File: src/rtl/ledenc_pkg.sv
package ledenc_pkg;
  localparam int SLOTS_PER_BIT = 3;
  localparam int BITS_PER_LED  = 24;
  localparam int SLOTS_PER_LED = SLOTS_PER_BIT * BITS_PER_LED;

  typedef enum logic [1:0] {
    ST_IDLE  = 2'd0,
    ST_SEND  = 2'd1,
    ST_LATCH = 2'd2
  } encState_t;

  typedef struct packed {
    logic load;   // take a new encoded LED word
    logic shift;  // advance one slot
    logic clear;  // drop to low line (latch)
  } slotCtrl_t;
endpackage

File: src/rtl/ledenc_ctrl.sv
module ledenc_ctrl
  import ledenc_pkg::*;
#(
  parameter int DIV         = 32,
  parameter int LATCH_SLOTS = 120
) (
  input  logic      clk,
  input  logic      rst,
  input  logic      inValid,
  input  logic      inLast,
  output logic      inReady,
  output logic      busy,
  output slotCtrl_t ctrl
);
  localparam int DIV_W  = (DIV > 1) ? $clog2(DIV) : 1;
  localparam int SLOT_W = $clog2(SLOTS_PER_LED);
  localparam int LAT_W  = (LATCH_SLOTS > 1) ? $clog2(LATCH_SLOTS) : 1;

  encState_t         state;
  logic [DIV_W-1:0]  divCnt;
  logic [SLOT_W-1:0] slotCnt;
  logic [LAT_W-1:0]  latchCnt;
  logic              curLast;

  logic slotEnd, lastSlot, ledEnd, latchDone, accept;

  assign slotEnd   = (divCnt == DIV_W'(DIV - 1));
  assign lastSlot  = (slotCnt == SLOT_W'(SLOTS_PER_LED - 1));
  assign latchDone = (latchCnt == LAT_W'(LATCH_SLOTS - 1));
  assign ledEnd    = (state == ST_SEND) && slotEnd && lastSlot;

  assign inReady = (state == ST_IDLE) || (ledEnd && !curLast);
  assign accept  = inValid && inReady;
  assign busy    = (state != ST_IDLE);

  always_comb begin
    ctrl.load  = accept;
    ctrl.shift = (state == ST_SEND) && slotEnd && !lastSlot;
    ctrl.clear = ledEnd && !accept;
  end

  always_ff @(posedge clk) begin
    if (rst) begin
      state    <= ST_IDLE;
      divCnt   <= '0;
      slotCnt  <= '0;
      latchCnt <= '0;
      curLast  <= 1'b0;
    end else begin
      case (state)
        ST_IDLE: begin
          divCnt <= '0;
          if (accept) begin
            state   <= ST_SEND;
            slotCnt <= '0;
            curLast <= inLast;
          end
        end
        ST_SEND: begin
          divCnt <= slotEnd ? '0 : divCnt + 1'b1;
          if (slotEnd) begin
            if (!lastSlot) begin
              slotCnt <= slotCnt + 1'b1;
            end else if (accept) begin
              slotCnt <= '0;
              curLast <= inLast;
            end else begin
              state    <= ST_LATCH;
              slotCnt  <= '0;
              latchCnt <= '0;
            end
          end
        end
        ST_LATCH: begin
          divCnt <= slotEnd ? '0 : divCnt + 1'b1;
          if (slotEnd) begin
            if (latchDone) begin
              state    <= ST_IDLE;
              latchCnt <= '0;
            end else begin
              latchCnt <= latchCnt + 1'b1;
            end
          end
        end
        default: state <= ST_IDLE;
      endcase
    end
  end
endmodule

File: src/rtl/ledenc_dp.sv
module ledenc_dp
  import ledenc_pkg::*;
#(
  parameter int         CHAN_ORDER = 0,
  parameter logic [2:0] PAT_ONE    = 3'b110,
  parameter logic [2:0] PAT_ZERO   = 3'b100
) (
  input  logic        clk,
  input  logic        rst,
  input  logic [23:0] colour,
  input  slotCtrl_t   ctrl,
  output logic        dataOut
);
  logic [BITS_PER_LED-1:0]  wireWord;
  logic [SLOTS_PER_LED-1:0] encoded;
  logic [SLOTS_PER_LED-1:0] slotReg;

  generate
    if (CHAN_ORDER == 0) begin : g_grb
      assign wireWord = {colour[15:8], colour[23:16], colour[7:0]};
    end else begin : g_rgb
      assign wireWord = colour;
    end
  endgenerate

  always_comb begin
    encoded = '0;
    for (int i = 0; i < BITS_PER_LED; i++) begin
      encoded[SLOTS_PER_LED-1-SLOTS_PER_BIT*i -: SLOTS_PER_BIT] =
        wireWord[BITS_PER_LED-1-i] ? PAT_ONE : PAT_ZERO;
    end
  end

  always_ff @(posedge clk) begin
    if (rst || ctrl.clear) begin
      slotReg <= '0;
    end else if (ctrl.load) begin
      slotReg <= encoded;
    end else if (ctrl.shift) begin
      slotReg <= {slotReg[SLOTS_PER_LED-2:0], 1'b0};
    end
  end

  assign dataOut = slotReg[SLOTS_PER_LED-1];
endmodule

File: src/rtl/ledenc_top.sv
module ledenc_top
  import ledenc_pkg::*;
#(
  parameter int         DIV         = 32,
  parameter int         LATCH_SLOTS = 120,
  parameter int         CHAN_ORDER  = 0,
  parameter logic [2:0] PAT_ONE     = 3'b110,
  parameter logic [2:0] PAT_ZERO    = 3'b100
) (
  input  logic        clk,
  input  logic        rst,
  input  logic        inValid,
  input  logic [23:0] inData,
  input  logic        inLast,
  output logic        inReady,
  output logic        dataOut,
  output logic        busy
);
  slotCtrl_t ctrl;

  ledenc_ctrl #(.DIV(DIV), .LATCH_SLOTS(LATCH_SLOTS)) u_ctrl (
    .clk(clk), .rst(rst), .inValid(inValid), .inLast(inLast),
    .inReady(inReady), .busy(busy), .ctrl(ctrl)
  );

  ledenc_dp #(.CHAN_ORDER(CHAN_ORDER), .PAT_ONE(PAT_ONE), .PAT_ZERO(PAT_ZERO)) u_dp (
    .clk(clk), .rst(rst), .colour(inData), .ctrl(ctrl), .dataOut(dataOut)
  );
endmodule

File: config.mk
export PLATFORM = sky130hd
export DESIGN_NAME = ledenc_top
export DESIGN_NICKNAME = d
export VERILOG_FILES = /design/src/rtl/ledenc_pkg.sv /design/src/rtl/ledenc_ctrl.sv /design/src/rtl/ledenc_dp.sv /design/src/rtl/ledenc_top.sv
export SDC_FILE = /design/constraint.sdc
export NUM_CORES = 1
export LEC_CHECK = 0
export BUFFER_PORTS_ARGS = -buffer_cell sky130_fd_sc_hd__clkbuf_2
export CORE_ASPECT_RATIO = 2
export CORE_UTILIZATION = 41
export DETAILED_ROUTE_END_ITERATION = 6
export PLACE_DENSITY = 0.58
export RECOVER_POWER = 25
export SYNTH_ARGS = -nofsm -noshare
export SYNTH_HDL_FRONTEND = slang
export SYNTH_HIERARCHICAL = 1
export SYNTH_SLANG_ARGS = --single-unit
File: constraint.sdc
create_clock -name clk -period 3.48 [get_ports clk]
set_clock_uncertainty 0.2 [all_clocks]
set_input_delay 0.174 -clock clk [delete_from_list [all_inputs] [get_ports clk]]
set_output_delay 0.174 -clock clk [all_outputs]
set_load 0.02 [all_outputs]
After elaboration in Yosys (flattened, before gate mapping):

Cells that the tools add are included.

* add/subtract/negate cells: 3
* $mul: 0
* divide/modulo/power cells: 0
* magnitude comparators: 0
* eq/ne operators: 11
* shift-type cells: 0
* mux-type cells: 49
* bitwise logic cells: 0
* reduce and logical (&&, ||, !) cells: 22

Operator list (number)
* 2-to-1 mux 72 bit: 2
* 2-to-1 mux 2 bit: 30
* 2-to-1 mux 7 bit: 8
* one-hot mux 7 bit (2 select lines): 2
* adder 7 x 1 -> 7 bit (second input constant): 2
* equality test 7 bit (second input constant): 2
* != test 2 x 1 -> 1 bit (second input constant): 5
* one-hot mux 5 bit (2 select lines): 1
* nonzero test 2 bit: 5
* logical AND 1 bit: 6
* one-hot mux 2 bit (3 select lines): 1
* AND reduction 3 bit: 2
* AND reduction 6 bit: 1
* adder 5 x 1 -> 5 bit (second input constant): 1
* equality test 5 bit (second input constant): 1
* 2-to-1 mux 5 bit: 1
* AND reduction 5 bit: 1
* zero test 1 bit: 3
* 2-to-1 mux 1 bit: 3
* equality test 2 x 1 -> 1 bit (second input constant): 1
* equality test 2 bit (second input constant): 1
* zero test 2 bit: 1
* logical OR 1 bit: 2
* != test 2 bit (second input constant): 1
* 2 further kinds: 2

* flip-flop bits (word level): 94
* latch bits: 0
* bits in writable memories: 0
* ROM bits: 0
* input port bits: 28
* output and inout port bits: 3
* logic and storage cells: 91
* memories kept: 0

Depth between registers and ports, before layout:

Gate-level depths: netlist of run 1.

* depth after elaboration: 10
* depth in mapped cells: 12

Hierarchy:

Netlist of run 1, hierarchy kept.

Modules (own cells, without submodules)
* ledenc_dp: instances 1, cells an instance 263, area an instance 3002.9 µm²
* ledenc_ctrl: instances 1, cells an instance 148, area an instance 1288.7 µm²

Worst setup path before layout of run 1:

No wires, ideal clock.

* path type: register -> register
* from: register u_ctrl.divCnt[0]
* to: register u_dp.slotReg[12]
* data arrival time: 2252 ps
* required time: 3216 ps
* setup slack: 964 ps
* stages on the path, launching flop included: 13
* path buffers: 4
* clock period less this slack: 2516 ps
* path through: dfxtp_1 -> ha_1 -> and3_1 -> ha_1 -> nand3_1 -> o21ai_2 -> and2_1 -> buf_4 -> buf_6 -> or3_4 -> buf_6 -> buf_6 -> nor2_1

* longest elaborated chain between the ends: 9

RTL lines
* from (decl): RTL line ledenc_ctrl.sv:20 `logic [DIV_W-1:0] divCnt;`
* from (signal assigned): RTL line ledenc_ctrl.sv:60 `divCnt <= slotEnd ? '0 : divCnt + 1'b1;`
* from (signal assigned): RTL line ledenc_ctrl.sv:75 `divCnt <= slotEnd ? '0 : divCnt + 1'b1;`
* equality test 5 bit (*): RTL line ledenc_ctrl.sv:27 `assign slotEnd = (divCnt == DIV_W'(DIV - 1));`
* logical AND 1 bit (*) (2 in series): RTL line ledenc_ctrl.sv:30 `assign ledEnd = (state == ST_SEND) && slotEnd && lastSlot;`
* logical AND 1 bit (*): RTL line ledenc_ctrl.sv:32 `assign inReady = (state == ST_IDLE) || (ledEnd && !curLast);`
* logical OR 1 bit (*): RTL line ledenc_ctrl.sv:32
* via inReady: RTL line ledenc_top.sv:15 `output logic inReady,`
* logical AND 1 bit (*): RTL line ledenc_ctrl.sv:33 `assign accept = inValid && inReady;`
* via u_ctrl.accept: RTL line ledenc_ctrl.sv:25 `logic slotEnd, lastSlot, ledEnd, latchDone, accept;`
* zero test 1 bit: RTL line ledenc_ctrl.sv:39 `ctrl.clear = ledEnd && !accept;`
* logical AND 1 bit: RTL line ledenc_ctrl.sv:39
* logical OR 1 bit: RTL line ledenc_dp.sv:35 `if (rst || ctrl.clear) begin`
* to (signal assigned): RTL line ledenc_dp.sv:38 `slotReg <= encoded;`
* to (signal assigned): RTL line ledenc_dp.sv:40 `slotReg <= {slotReg[SLOTS_PER_LED-2:0], 1'b0};`
* to (decl): RTL line ledenc_dp.sv:16 `logic [SLOTS_PER_LED-1:0] slotReg;`

Mark *: on every way through the listed nets, which the timed path passes. The rest lies on a longest branch.
A chain may end at the register's enable or synchronous reset.

Worst setup path after layout of run 1:

* from: register u_ctrl.divCnt[0]
* to: register u_ctrl.latchCnt[3]

* longest elaborated chain between the ends: 8

RTL lines
* equality test 5 bit (*): RTL line ledenc_ctrl.sv:27
* logical AND 1 bit (2 in series): RTL line ledenc_ctrl.sv:30
* logical AND 1 bit: RTL line ledenc_ctrl.sv:32
* logical OR 1 bit: RTL line ledenc_ctrl.sv:32
* logical AND 1 bit: RTL line ledenc_ctrl.sv:33
* != test 2 bit (no source line)
* AND reduction 5 bit (no source line) (*)
* to (signal assigned): RTL line ledenc_ctrl.sv:81 `latchCnt <= latchCnt + 1'b1;`
* to (decl): RTL line ledenc_ctrl.sv:22 `logic [LAT_W-1:0] latchCnt;`

Every way passes the cells marked *; elsewhere a longest branch is shown, timed or not.

==> results of run 1 <==
-- worst min-delay path by stage --
| stage | start | end | slack [ns] | depth (start not counted) |
|---|---|---|---|---|
| 6_report | rst | u_ctrl/latchCnt[0] | 0.06 | 2 |
| 3_3_place_gp | inLast | u_ctrl/curLast | 0.21 | 3 |
| 3_5_place_dp | inLast | u_ctrl/curLast | 0.22 | 3 |
| 2_1_floorplan | inData[0] | u_dp/slotReg[1] | 0.12 | 2 |
| 5_1_grt | rst | u_ctrl/latchCnt[0] | 0.08 | 2 |
| 4_1_cts | rst | u_ctrl/latchCnt[6] | 0.05 | 2 |
-- final cells by class --
| class | count | area (um^2) | share of cell area |
|---|---|---|---|
| multi-input cells | 284 | 2240 | 0.4441 |
| flip-flops and latches | 93 | 1862 | 0.3691 |
| repair buffers | 60 | 446.7 | 0.08856 |
| clock buffers | 10 | 239.0 | 0.04738 |
| well taps | 135 | 168.9 | 0.03349 |
| clock inverters | 6 | 61.31 | 0.01216 |
| inverters | 7 | 26.28 | 0.005210 |
-- sequential cells by signal, indices dropped and copies added (netlist names) --
register         flops
u_dp/slotReg        71
u_ctrl/slotCnt       7
u_ctrl/state         2
u_ctrl/latchCnt      7
u_ctrl/curLast       1
u_ctrl/divCnt        5
-- stage by stage --
stage	total power, W	worst slack, ns	area [um^2]	util	instances
6_report	0.003006	0.9027	5044	0.4969	595
5_1_grt	0.003187	0.7038	5044	0.4969	595
4_1_cts	0.003073	0.9168	5064	0.4989	595
3_5_place_dp	0.002064	0.9254	4513	0.4447	554
3_3_place_gp	0.002048	0.9605	4513	0.4447	554
2_1_floorplan	0.001900	0.9642	4292	-	411
-- critical path: cells and delay by family (launching register included) --
| family | cells | cell delay, ns |
|---|---|---|
| AO/OA/AOI/OAI | 4 | 1.12 |
| adder cells (fa/ha/maj) | 2 | 0.48 |
| flip-flops | 1 | 0.33 |
| AND/OR/NAND/NOR | 2 | 0.34 |
-- synthesized netlist by cell type (all sizes together) (2+ instances only) --
cell type and number:
dfxtp 93, and3 4, mux2i 28, and2 3, nor3b 2, nand2b 23, clkbuf 6, nand3 7
nor2b 5, inv 6, a21oi 6, nand4b 5, xnor2 2, buf 21, o21ai 10, xor2 6
ha 9, a31oi 2, nor3 2, a22oi 3, o21a 24, a32o 3, and4 2, nand2 11
mux2 47, or2b 4, o211a 23, nor2 46
-- kinds of logic after synthesis --
kind of cell / share of synthesized area
AO/OA/AOI/OAI: 0.1408
XOR/XNOR: 0.01633
adder cells (fa/ha/maj): 0.02624
buffers and inverters: 0.04431
flip-flops: 0.4338
multiplexers: 0.1886
AND/OR/NAND/NOR: 0.1499
-- timing repair --
item	in CTS	in global routing
hold buffers	25	0
gates resized for setup	0	0
setup buffers	0	0
hold endpoints to repair	25	0
-- where the power goes --
group | switching [W] | leakage [nW] | internal (W)
Sequential | 0.0000753 | 0.763 | 0.00121
Combinational | 0.000407 | 1.24 | 0.000336
Clock | 0.000404 | 0.149 | 0.000575
Total | 0.000886 | 2.15 | 0.00212
-- per-layer routing --
layer / track usage / up-vias / wire length [um] / part of all wire
li1: - / 1538 / - / -
met1: 0.1729 / 1445 / 3289 / 0.42
met2: 0.2809 / 33 / 4212 / 0.53
met3: 0.03361 / 13 / 190 / 0.024
met4: 0.07547 / 0 / 202 / 0.026
met5: 0 / - / 0 / 0
==> flow_summary.yaml, run 1 <==
run_status:
  status: "completed"
synthesis:
  yosysSeqAreaShare: 0.4338
  syn_area_um2: 4292
  synth_top_area_frac: 0.4338
  synth_ff_type: "dfxtp_1"
  yosysTopAreaCell: "dfxtp_1"
  synth-edff-count: 0
  syn_nets: 448
  synth_top_cells_by_area: "dfxtp_1 (43%), mux2_1 (12%), mux2i_1 (6.5%), o211a_1 (5.4%), o21a_1 (4.2%)"
  synth.avg_cell_area_um2: 10.44
  yosys_warnings: 6
  synth-seq-cells: 93
  netlist_instances: 411
  ys_types: 47
  ys_async_sr_fraction: 0
sta:
  min_period_ns: 2.577
  finalSetupTns_ns: 0
  finalCritPeriodShare: 0.7406
  setup_viol: 0
  slew-limit-headroom: 0.4975
  hold_slack_ns: 0.06465
  hold_viol: 0
  final-max-slew-violation-count: 0
  rsz0062_at_grt: "no"
  worst_pin_slew_ns: 0.7538
  fmax_ghz: 0.3880
critical_path:
  startpoint_type: "flop"
  r2r_start: "u_ctrl/divCnt[0]"
  cp-end-kind: "flop"
  reg2regPathDepth: 8
  crit_path_max_incr_delay_ns: 0.40
  cp_max_fo: 8
  critPathLaunch: "u_ctrl/divCnt[0]"
  crit_end: "u_ctrl/latchCnt[3]"
  arrival_ns: 2.60
  cp.required_ns: 3.51
  r2r_slack_ns: 0.90
  cp_slowest_cell: "a31o_1"
  criticalPathCategory: "reg -> reg"
  regToRegEndpoint: "u_ctrl/latchCnt[3]"
  path_cells: "ha_1 -> and3_1 -> ha_1 -> nor2b_1 -> o21ai_0 -> a31o_1 -> o21ai_0 -> a32o_1"
drt:
  drc: 0
  ant_nets: 0
  via_per_inst: 5.091
  vias: 3029
  totalWireLength_mm: 7.894
  drtIter0Drc: 141
  drt_first_pass_iters: 4
  post_drt_wl_per_cell_um: 13.27
grt:
  grt-ovfl-total: 0
  grt_pass1_vias: 3006
  grtUsageTotal: 0.1586
  antenna_found_initial: 0
  grt_max_degree: 72
  grt_pass1_wl_mm: 13.43
hold_path:
  hold_path_class: "in -> reg"
cells_and_area:
  final_cell_mix: "dfxtp_1 (93), nor2_1 (44), mux2_1 (44)"
  fill_cells: 1002
  nets: 492
  final_common_cell: "dfxtp_1"
  num_antenna_cells: 0
  syn_to_final_growth_pct: 17.52
  drive_gt1_frac: 0.1283
floorplanning:
  die_x_um: 74.35
  initial_core_util: 0.4228
  rows: 52
  core_um2: 10150
  io_pins: 31
  dieArea_um2: 10910
  die_h_um: 146.7
pwr:
  ir_drop_v: 0.0003444
  p_per_area_nw_per_um2: 596.1
  leakage_nw: 2.150
cts:
  htreeDepth: 3
  cts_buffers: 9
  clkTransAtPathRegs_ns: 0.06
  clk_latency_ns: 0.34
  clock-sinks: 93
  cts.path.max_buffers: 2
  cts-root-buf: "clkbuf_16"
  cts_tree: "done"
run:
  drv_cap: 0
place:
  place_congestion: 0.8228
  dp_hpwl_mm: 5.163
  io_buffers: 30
(Power assumes the default switching activity.)
==> run 2: changes to the inputs <==
clock period = 2.5 ns   (was 3.48 ns; I/O delays follow)
==> flow_summary.yaml, run 2 (same netlist as run 1, synthesis figures left out) <==
pwr:
  p_per_area_nw_per_um2: 827.9
  p_int_w: 0.003035
  p_comb_frac: 0.270
  ir_drop_v: 0.0005874
  p_sw_frac: 0.2960
  leakage_nw: 2.206
  p_sw_w: 0.001276
  power_w: 0.004312
  clkPwrFrac: 0.315
  power_frac_seq: 0.415
grt:
  grt_pass1_wl_mm: 13.97
  grtUsageTotal: 0.1647
  antenna_found_initial: 0
  grt-ovfl-total: 0
  grt_pass1_vias: 3118
  grt_max_degree: 37
drt:
  drc: 0
  via_per_inst: 5.127
  ant_nets: 0
  vias: 3102
  drtIter0Drc: 212
  drt_first_pass_iters: 4
  totalWireLength_mm: 8.127
  post_drt_wl_per_cell_um: 13.43
sta:
  finalCritPeriodShare: 0.9587
  slew-limit-headroom: 0.5473
  setup_viol: 0
  final-max-slew-violation-count: 0
  hold_viol: 0
  worst_pin_slew_ns: 0.6775
  finalSetupTns_ns: 0
  fmax_ghz: 0.4172
  rsz0062_at_grt: "no"
  min_period_ns: 2.397
  worst_slack_ns: 0.1033
cells_and_area:
  drive_gt1_frac: 0.1574
  syn_to_final_growth_pct: 21.34
  multiInputGateArea_um2: 2288
  final_common_cell: "dfxtp_1"
  nets: 502
  regMostFlops: "u_dp/slotReg"
  largest_registers: "u_dp/slotReg x71, u_ctrl/latchCnt x7, u_ctrl/slotCnt x7"
  final-seq-area_um2: 1862
  final_cell_mix: "dfxtp_1 (93), nor2_1 (44), mux2_1 (44)"
  largest_register_ffs: 71
  fin_cells: 605
  fill_cells: 949
  fin_area_um2: 5207
  num_antenna_cells: 0
critical_path:
  cp.required_ns: 2.52
  startpoint_type: "flop"
  criticalPathCategory: "reg -> reg"
  cp-end-kind: "flop"
  cp_max_fo: 34
  arrival_ns: 2.42
cts:
  cts_buffers: 9
  htreeDepth: 3
  clk_latency_ns: 0.34
  clkTransAtPathRegs_ns: 0.06
  cts_tree: "done"
  cts.path.max_buffers: 2
  clock-sinks: 93
  cts-root-buf: "clkbuf_16"
run_status:
  status: "completed"
place:
  dp_cells: 561
  io_buffers: 30
  place_congestion: 0.8474
  place_ws_ns: -0.06416
  dp_hpwl_mm: 5.102
  placed_area_um2: 4631
floorplanning:
  die_h_um: 146.7
  io_pins: 31
  initial_core_util: 0.4228
  die_x_um: 74.35
  dieArea_um2: 10910
  rows: 52
  core_um2: 10150
hold_path:
  hold_path_class: "in -> reg"
run:
  drv_cap: 0
run 2: cell types whose count changed in the layout (fill, tap and decap cells not counted), sizes merged:
cell and delta:
buf +8, nor2 +1, clkbuf +1, inv +1, clkinvlp +1, clkinv -2
run 2: worst paths after layout:
| kind | start | endpoint | slack (ns) | depth (start not counted) |
|---|---|---|---|---|
| worst max-delay path | u_ctrl/slotCnt[4] | u_dp/slotReg[70] | 0.10 | 8 |
| worst min-delay path | rst | u_ctrl/divCnt[4] | 0.07 | 2 |
| worst max register to register | u_ctrl/slotCnt[4] | u_dp/slotReg[70] | 0.10 | 8 |
| worst min register to register | u_dp/slotReg[50] | u_dp/slotReg[51] | 0.29 | 2 |
run 2: power groups by stage:
stage | clock, W | sequential [W] | combinational, W
final | 0.00136 | 0.00179 | 0.00116
after detailed placement | 0 | 0.00182 | 0.00116
after floorplan | 0 | 0.00179 | 0.000861
after CTS | 0.00141 | 0.00179 | 0.00120
after global routing | 0.00147 | 0.00181 | 0.00130
after global placement | 0 | 0.00181 | 0.00112
run 2: layout make-up:
class / instances / area share
inverter: 7 / 0.005046
clock buffer: 10 / 0.04397
timing repair buffer: 69 / 0.1079
tap: 135 / 0.03244
clock inverter: 6 / 0.01370
sequential: 93 / 0.3575
multi-input combinational: 285 / 0.4395
run 2: per-stage QoR:
step	util	hold slack, ns
2_1_floorplan	-	0.06849
3_5_place_dp	0.4562	0.1738
4_1_cts	0.5116	0.07261
6_report	0.5131	0.07356
5_1_grt	0.5131	0.09000
3_3_place_gp	0.4562	0.1662
run 2: timing repair:
action                                  4_1_cts  5_1_grt
resized for setup                             1        2
hold buffers                                 25        0
endpoints found under the setup margin       48        6
pin swaps                                     1        2
cloned                                        1        0
endpoints found under the hold margin        25        0
buffers inserted                              0        2
run 2: critical path, cell delays in order (launching register included):
cell and delay, ns:
dfxtp_1 0.37, nor4b_4 0.38, and2_2 0.22, nand3_2 0.11, o21ai_4 0.16, and2_2 0.26, buf_12 0.21, or2b_1 0.24
o211a_1 0.13
run 2: layer usage:
metal,vias to the layer above,global-route usage,wire length (um)
met4,0,0.08302,172
li1,1561,-,-
met2,32,0.2855,4303
met1,1497,0.1872,3506
met3,12,0.02881,144
met5,-,0,0
==> run 3: changes to the inputs <==
BUFFER_PORTS_ARGS = unset   (was -buffer_cell sky130_fd_sc_hd__clkbuf_2)
CELL_PAD_IN_SITES_DETAIL_PLACEMENT = 1   (was unset)
CELL_PAD_IN_SITES_GLOBAL_PLACEMENT = 1   (was unset)
DONT_BUFFER_PORTS = 1   (was unset)
PLACE_DENSITY = 0.67   (was 0.58)
==> flow_summary.yaml, run 3 (same netlist as run 1, synthesis figures left out) <==
run_status:
  status: "completed"
critical_path:
  cp-end-kind: "flop"
  cp.required_ns: 2.53
  r2r_slack_ns: 0.11
  cp_slowest_cell: "dfxtp_1"
  criticalPathCategory: "reg -> reg"
  cp_max_fo: 7
  reg2regPathDepth: 9
  path_buf_inv: 1
  critPathTopFamily: "compound AO/OA/AOI/OAI gates"
  startpoint_type: "flop"
  crit_path_max_incr_delay_ns: 0.33
  worst-path-stages: 9
  path_cells: "ha_1 -> and3_1 -> ha_2 -> buf_4 -> nor2b_1 -> o21ai_1 -> a31o_2 -> o21ai_2 -> a32o_1"
  arrival_ns: 2.42
  r2r_start: "u_ctrl/divCnt[0]"
  regToRegEndpoint: "u_ctrl/latchCnt[3]"
grt:
  grtUsageTotal: 0.1882
  grt_pass1_vias: 3361
  grt_max_degree: 37
  antenna_found_initial: 0
  grt-ovfl-total: 0
  grt_pass1_wl_mm: 15.61
hold_path:
  hold_path_class: "in -> reg"
  worstHoldPathCells: 2
  min-delay-start: "rst"
  min_to: "u_dp/slotReg[63]"
drt:
  ant_nets: 0
  totalWireLength_mm: 9.339
  vias: 3065
  drtIter0Drc: 114
  drc: 0
  via_per_inst: 5.266
  drt_first_pass_iters: 4
  post_drt_wl_per_cell_um: 16.05
cells_and_area:
  syn_to_final_growth_pct: 19.10
  num_antenna_cells: 0
  final_common_cell: "dfxtp_1"
  nets: 480
  fin_cells: 582
  final_cell_mix: "dfxtp_1 (93), mux2_1 (44), nor2_1 (43)"
  final_util: 0.5036
  largest_register_ffs: 71
  fill_cells: 1141
  drive_gt1_frac: 0.1119
  largest_registers: "u_dp/slotReg x71, u_ctrl/latchCnt x7, u_ctrl/slotCnt x7"
  regMostFlops: "u_dp/slotReg"
cts:
  cts-root-buf: "clkbuf_16"
  clk_latency_ns: 0.34
  cts.path.max_buffers: 2
  htreeDepth: 3
  clock-sinks: 93
  cts_tree: "done"
  post_cts_buffers: 0
  clkTransAtPathRegs_ns: 0.06
  cts_buffers: 9
sta:
  slew-limit-headroom: 0.4800
  final-max-slew-violation-count: 0
  fmax_ghz: 0.4180
  min_period_ns: 2.392
  rsz0062_at_grt: "no"
  finalCritPeriodShare: 0.9569
  hold_slack_ns: 0.007626
  setup_viol: 0
  worst_pin_slew_ns: 0.7774
  hold_viol: 0
floorplanning:
  die_x_um: 74.35
  dieArea_um2: 10910
  io_pins: 31
  initial_core_util: 0.4228
  rows: 52
  die_h_um: 146.7
  core_um2: 10150
pwr:
  ir_drop_v: 0.0004371
  leakage_nw: 2.133
  p_per_area_nw_per_um2: 863.7
place:
  dp_cells: 539
  dp_hpwl_mm: 6.094
  io_buffers: 0
  place_congestion: 0.7898
run:
  drv_cap: 0
[run 3: cell types whose count changed in the layout (fill, tap and decap cells not counted), sizes merged]
cell         before  now
clkbuf           41   12
buf              13   19
dlygate4sd3      25   27
inv               8    6
bufinv            1    2
clkinvlp          2    1
[run 3: how the worst max path moves through the flow]
stage | start | to | slack [ns]
after floorplan | u_ctrl/slotCnt[0] | u_dp/slotReg[12] | 0.04
after global placement | u_ctrl/divCnt[0] | u_dp/slotReg[61] | 0.02
after detailed placement | u_ctrl/divCnt[0] | u_dp/slotReg[70] | -0.04
after CTS | u_ctrl/divCnt[0] | u_dp/slotReg[70] | 0.08
after global routing | u_ctrl/divCnt[0] | u_dp/slotReg[70] | 0.01
final | u_ctrl/divCnt[0] | u_ctrl/latchCnt[3] | 0.11
[run 3: power by group]
part | internal (W) | total (W) | switching [W] | leakage [nW]
sequential | 0.00168 | 0.00180 | 0.000115 | 0.763
combinational | 0.000564 | 0.00117 | 0.000611 | 1.22
clock | 0.000896 | 0.00144 | 0.000544 | 0.152
total | 0.00314 | 0.00441 | 0.00127 | 2.13
[run 3: metrics by stage]
step	worst slack (ns)	total power (W)	area [um^2]	TNS [ns]
6_report	0.1077	0.004414	5111	0
5_1_grt	0.01450	0.004686	5111	0
3_3_place_gp	0.01972	0.002951	4528	0
4_1_cts	0.07829	0.004521	5125	0
2_1_floorplan	0.04067	0.002656	4307	0
3_5_place_dp	-0.03828	0.003008	4528	-0.5403
[run 3: what timing repair did]
item	CTS	global route
pin swaps	1	0
resized for setup	1	1
gates cloned	1	0
hold buffers	27	0
endpoints found under the hold margin	62	0
endpoints found under the setup margin	32	4
[run 3: cell type report]
cell class	count	area (um^2)	area share
Clock inverter	4	72.57	0.01420
Clock buffer	11	242.7	0.04749
Tap cell	135	168.9	0.03305
Multi-Input combinational cell	285	2272	0.4446
Inverter	7	26.28	0.005141
Timing Repair Buffer	47	466.7	0.09131
Sequential cell	93	1862	0.3643
[run 3: worst reg2reg max path, cell delays in order, from the launching register on]
cell and delay [ns]:
dfxtp_1 0.33, ha_1 0.20, and3_1 0.18, ha_2 0.21
buf_4 0.15, nor2b_1 0.12, o21ai_1 0.22, a31o_2 0.32
o21ai_2 0.08, a32o_1 0.26
[run 3: layer usage]
metal	track usage	vias up	share of wire
li1	-	1511	-
met1	0.1969	1515	0.39
met2	0.3495	29	0.57
met3	0.04458	10	0.024
met4	0.06698	0	0.015
met5	0	-	0
